$ cat config.mk
export PLATFORM = sky130hd
export DESIGN_NAME = evt_pend_unit
export DESIGN_NICKNAME = d
export VERILOG_FILES = /design/src/rtl/evt_pkg.sv /design/src/rtl/evt_mask_bank.sv /design/src/rtl/evt_lowest_enc.sv /design/src/rtl/evt_pend_reg.sv /design/src/rtl/evt_pend_unit.sv
export SDC_FILE = /design/constraint.sdc
export NUM_CORES = 1
export LEC_CHECK = 0
export ABC_AREA = 1
export BUFFER_PORTS_ARGS = -buffer_cell sky130_fd_sc_hd__buf_2
export CAP_MARGIN = 20
export CORE_AREA = 4 4 114 224
export CTS_CLUSTER_SIZE = 12
export DETAILED_ROUTE_END_ITERATION = 16
export DIE_AREA = 0 0 118 228
export SLEW_MARGIN = 15
export SYNTH_ARGS = -nofsm -noshare
export SYNTH_HDL_FRONTEND = slang
export SYNTH_HIERARCHICAL = 1
export SYNTH_SLANG_ARGS = --single-unit
$ cat constraint.sdc
create_clock -name clk -period 5.3 [get_ports clk]
set_input_delay 0.265 -clock clk [delete_from_list [all_inputs] [get_ports clk]]
set_output_delay 0.265 -clock clk [all_outputs]
set_load 0.05 [all_outputs]
$ cat src/rtl/evt_pkg.sv
package evt_pkg;
  typedef enum logic [1:0] {
    MSEL_SMI  = 2'd0,
    MSEL_SCI  = 2'd1,
    MSEL_WAKE = 2'd2,
    MSEL_NONE = 2'd3
  } msel_e;

  localparam int NUM_MASK = 3;
endpackage

$ cat src/rtl/evt_mask_bank.sv
module evt_mask_bank #(
  parameter int N_EVT = 32
) (
  input  logic             clk,
  input  logic             rst_n,
  input  logic             wr_en,
  input  logic [1:0]       wr_sel,
  input  logic [N_EVT-1:0] wr_data,
  input  logic [1:0]       rd_sel,
  output logic [N_EVT-1:0] rd_data,
  output logic [N_EVT-1:0] smi_mask,
  output logic [N_EVT-1:0] sci_mask,
  output logic [N_EVT-1:0] wake_mask
);
  import evt_pkg::*;

  logic [N_EVT-1:0] mask_q [NUM_MASK];

  for (genvar g = 0; g < NUM_MASK; g++) begin : g_mask
    always_ff @(posedge clk) begin
      if (!rst_n) begin
        mask_q[g] <= '0;
      end else if (wr_en && (wr_sel == 2'(g))) begin
        mask_q[g] <= wr_data;
      end
    end
  end

  always_comb begin
    unique case (msel_e'(rd_sel))
      MSEL_SMI:  rd_data = mask_q[0];
      MSEL_SCI:  rd_data = mask_q[1];
      MSEL_WAKE: rd_data = mask_q[2];
      default:   rd_data = '0;
    endcase
  end

  assign smi_mask  = mask_q[0];
  assign sci_mask  = mask_q[1];
  assign wake_mask = mask_q[2];
endmodule

$ cat src/rtl/evt_lowest_enc.sv
module evt_lowest_enc #(
  parameter int N_EVT  = 32,
  parameter int CODE_W = $clog2(N_EVT + 1)
) (
  input  logic [N_EVT-1:0]  vec,
  output logic [CODE_W-1:0] code,
  output logic [N_EVT-1:0]  onehot
);
  // isolate lowest set bit by two's complement
  assign onehot = vec & (~vec + N_EVT'(1));

  always_comb begin
    code = '0;
    for (int i = N_EVT - 1; i >= 0; i--) begin
      if (vec[i]) code = CODE_W'(i + 1);
    end
  end
endmodule

$ cat src/rtl/evt_pend_reg.sv
module evt_pend_reg #(
  parameter int N_EVT = 32
) (
  input  logic             clk,
  input  logic             rst_n,
  input  logic [N_EVT-1:0] set_vec,
  input  logic [N_EVT-1:0] clr_vec,
  output logic [N_EVT-1:0] pend_q
);
  always_ff @(posedge clk) begin
    if (!rst_n) pend_q <= '0;
    else        pend_q <= (pend_q & ~clr_vec) | set_vec;  // set has priority
  end
endmodule

$ cat src/rtl/evt_pend_unit.sv
module evt_pend_unit #(
  parameter int N_EVT  = 32,
  parameter int CODE_W = $clog2(N_EVT + 1)
) (
  input  logic              clk,
  input  logic              rst_n,
  input  logic [N_EVT-1:0]  evt_set,
  input  logic              clr_en,
  input  logic [N_EVT-1:0]  clr_mask,
  input  logic              mask_wr_en,
  input  logic [1:0]        mask_wr_sel,
  input  logic [N_EVT-1:0]  mask_wr_data,
  input  logic [1:0]        mask_rd_sel,
  output logic [N_EVT-1:0]  mask_rd_data,
  input  logic              qry_valid,
  output logic              qry_ready,
  output logic              rsp_valid,
  input  logic              rsp_ready,
  output logic [CODE_W-1:0] rsp_code,
  output logic              smi_req,
  output logic              sci_req,
  output logic              wake_req
);
  logic [N_EVT-1:0]  pend_q;
  logic [N_EVT-1:0]  smi_mask, sci_mask, wake_mask;
  logic [N_EVT-1:0]  low_onehot, clr_vec;
  logic [CODE_W-1:0] low_code;
  logic              qry_acc;

  evt_mask_bank #(.N_EVT(N_EVT)) u_masks (
    .clk(clk), .rst_n(rst_n),
    .wr_en(mask_wr_en), .wr_sel(mask_wr_sel), .wr_data(mask_wr_data),
    .rd_sel(mask_rd_sel), .rd_data(mask_rd_data),
    .smi_mask(smi_mask), .sci_mask(sci_mask), .wake_mask(wake_mask)
  );

  evt_lowest_enc #(.N_EVT(N_EVT), .CODE_W(CODE_W)) u_enc (
    .vec(pend_q), .code(low_code), .onehot(low_onehot)
  );

  assign qry_ready = !rsp_valid || rsp_ready;
  assign qry_acc   = qry_valid && qry_ready;
  assign clr_vec   = (clr_en ? clr_mask : '0) | (qry_acc ? low_onehot : '0);

  evt_pend_reg #(.N_EVT(N_EVT)) u_pend (
    .clk(clk), .rst_n(rst_n),
    .set_vec(evt_set), .clr_vec(clr_vec), .pend_q(pend_q)
  );

  always_ff @(posedge clk) begin
    if (!rst_n) begin
      rsp_valid <= 1'b0;
      rsp_code  <= '0;
    end else if (qry_acc) begin
      rsp_valid <= 1'b1;
      rsp_code  <= low_code;
    end else if (rsp_ready) begin
      rsp_valid <= 1'b0;
    end
  end

  assign smi_req  = |(pend_q & smi_mask);
  assign sci_req  = |(pend_q & sci_mask);
  assign wake_req = |(pend_q & wake_mask);
endmodule

==> results.cfg <==
[critical_path]
rr_worst_depth = 17
startpoint_type = flip-flop
critPathTopFamily = simple AND/OR/NAND/NOR gates
crit_chain = nor2_1, inv_1, nor2_1, inv_2, nor2_2, inv_2, nor2_2, inv_2, nor2_1, inv_2, nor2_1, inv_1, nor4_1, a22o_1, inv_1, nand2_1, a21oi_1
worst-path-buf-inv = 7
crit_path_max_fanout = 9
crit_path_top_delay_cell = dfxtp_1
arrival_ns = 2.75
worstSetupEndpointType = flip-flop
rrSetupSlack_ns = 2.82
worst_path_largest_cell_delay_ns = 0.39
rr_endpoint = u_pend/pend_q[28]
regToRegStartpoint = u_pend/pend_q[0]
cp.required_ns = 5.57
worstSetupPathType = flip-flop to flip-flop

[route]
dr.first_iter.drc_count = 542
antenna_left = 0
vias = 6981
drt_first_pass_iters = 5
drt-vias-per-instance = 4.92
routedWlPerCell_um = 18.0
drc = 0
routed_wl_um = 25500

[placed_design]
portBuffers = 148
gp_congestion = 0.893
dp_hpwl_um = 19100
dp_cells = 1384

[global_route]
antenna_found_initial = 0
grt_util_all_layers_pct = 18.8
grt_pass1_vias = 7123
grt_start_max_net_pins = 39
grt_pass1_wl_um = 38200
grt_overflow = 0

[cells_and_area]
fin_nets = 1224
final_cells = 1418
drive_above_1_share_pct = 20.7
insertedDiodeCount = 0
area_growth_pct = 20.8

[timing]
skew_ns = 0.00316
worstMarginPinSlew_ns = 0.958
fin_crit_ns = 2.48
finalHoldViolCount = 0
min_period_over_period_pct = 46.9
setup_viol = 0
tns_ns = 0
fmax_mhz = 403
slew_headroom_pct = 36.1
slew_violations = 0
grt_setup_unrepaired = false

[cts]
cts_tree = done
htree_levels = 4
clk_pin_slew_worst_paths_ns = 0.06
clkSinkCount = 135
post-cts-setup-buffer-count = 0
clock_latency_ns = 0.42
holdBufCountCts = 0
cts_resized = 0
clock_path_buffers = 2
numCtsBuffers = 17
root_buffer = clkbuf_16

[yosys]
synth_cells = 983
syn_area_mm2 = 0.00748
synth.distinct_cells = 26
synth-seq-area-share_pct = 49.0
avgSynthCellArea_um2 = 7.61
ys.warnings.count = 6
synth-seq-cells = 135
syn_nets = 1089

[floorplan]
ioPinCount = 149
core_region_area_mm2 = 0.0238
fp.dieW_um = 118
rows = 80
die_h_um = 228
die-area_mm2 = 0.0269
start_util_pct = 31.4

[worst_hold_path]
hold_class = input pin to flip-flop
min_to = u_pend/pend_q[28]
hp-start = evt_set[28]
whs_path_depth = 3

[status]
status = complete, no violations

[run]
maxCapViolCount = 0

[power]
leakage_uw = 0.00426
peakVddDrop_v = 0.000229
finalPower_uw = 2960
power_density_mw_per_mm2 = 327
cell families (layout without fill, tap and decap cells):
family | count (synthesis) | in the layout | synth area share [%]
simple gates | 581 | 581 | 31.7
compound gates | 82 | 82 | 8.80
buf+inv | 185 | 333 | 10.5
flops | 135 | 135 | 49.0
metrics by stage:
step                setup slack [ns]  hold slack (ns)  area [µm²]  util [%]
finish                          2.82           0.0828        9030      37.9
floorplan                       3.34            0.374        7480         -
global route                    2.58           0.0710        9030      37.9
detailed placement              2.72            0.467        8400      35.3
global placement                2.78            0.464        8400      35.3
CTS                             2.73           0.0520        8980      37.7
worst max-delay path by stage:
stage                              endpoint  slack [ns]  cells past startpoint              start
after CTS                  mask_rd_data[21]        2.73                      5     mask_rd_sel[0]
final                     u_pend/pend_q[28]        2.82                     17   u_pend/pend_q[0]
after global routing            rsp_code[0]        2.58                     31  u_pend/pend_q[29]
after detailed placement   mask_rd_data[21]        2.72                      5     mask_rd_sel[0]
after floorplan           u_pend/pend_q[24]        3.34                     17   u_pend/pend_q[0]
after global placement     mask_rd_data[21]        2.78                      5     mask_rd_sel[0]
report_power, final:
| group | switching [µW] | total (µW) | internal, µW |
|---|---|---|---|
| combinational | 353 | 499 | 146 |
| sequential | 76.5 | 1290 | 1210 |
| clock | 474 | 1170 | 695 |
| total | 904 | 2960 | 2050 |
final cells by class:
class / instances / area [µm²]
fill: 2560 / 14800
clock buffer: 18 / 429
multi-input combinational: 663 / 3050
inverter: 148 / 569
tap: 287 / 359
timing repair buffer: 153 / 818
clock inverter: 14 / 150
sequential: 135 / 3660
Yosys cell counts (all sizes together):
cell	count	share of area, %
bufinv	1	0.23
nand4	3	0.25
o21ai	7	0.47
nor3	9	0.60
nor2	183	9.3
inv	147	7.4
nand2	270	14
buf	31	2.6
clkbuf	6	0.30
o21bai	1	0.10
nor4	10	0.84
edfxtp	96	39
o31ai	2	0.20
a31oi	3	0.25
a22o	32	3.7
dfxtp	39	10
nand3	106	7.1
a21oi	37	4.0
metal layers:
| layer | part of all wire, % | global-route usage [%] | vias up |
|---|---|---|---|
| li1 | - | - | 3421 |
| met1 | 34 | 18.2 | 3226 |
| met2 | 54 | 35.4 | 260 |
| met3 | 5.2 | 3.69 | 74 |
| met4 | 6.5 | 12.6 | 0 |
| met5 | 0 | 0 | - |
placed cells by master (no fill, tap or decap), types with 9 or more instances in the layout:
| master | instances |
|---|---|
| a21oi_2 | 31 |
| a22o_1 | 32 |
| dfxtp_1 | 39 |
| clkbuf_16 | 17 |
| inv_2 | 9 |
| nor4_1 | 10 |
| nand2_1 | 265 |
| edfxtp_1 | 96 |
| nor2_1 | 180 |
| nand3_1 | 105 |
| nor3_1 | 9 |
| inv_1 | 138 |
| buf_2 | 148 |
worst min-delay path: stages:
cell and delay [ns]:
buf_2 0.09, inv_1 0.04, a21oi_1 0.05
sequential cells by signal, summed over array words and instances (netlist names):
name,count
rsp_code,6
rsp_valid,1
u_masks/mask_q,96
u_pend/pend_q,32
(Power assumes the default switching activity.)
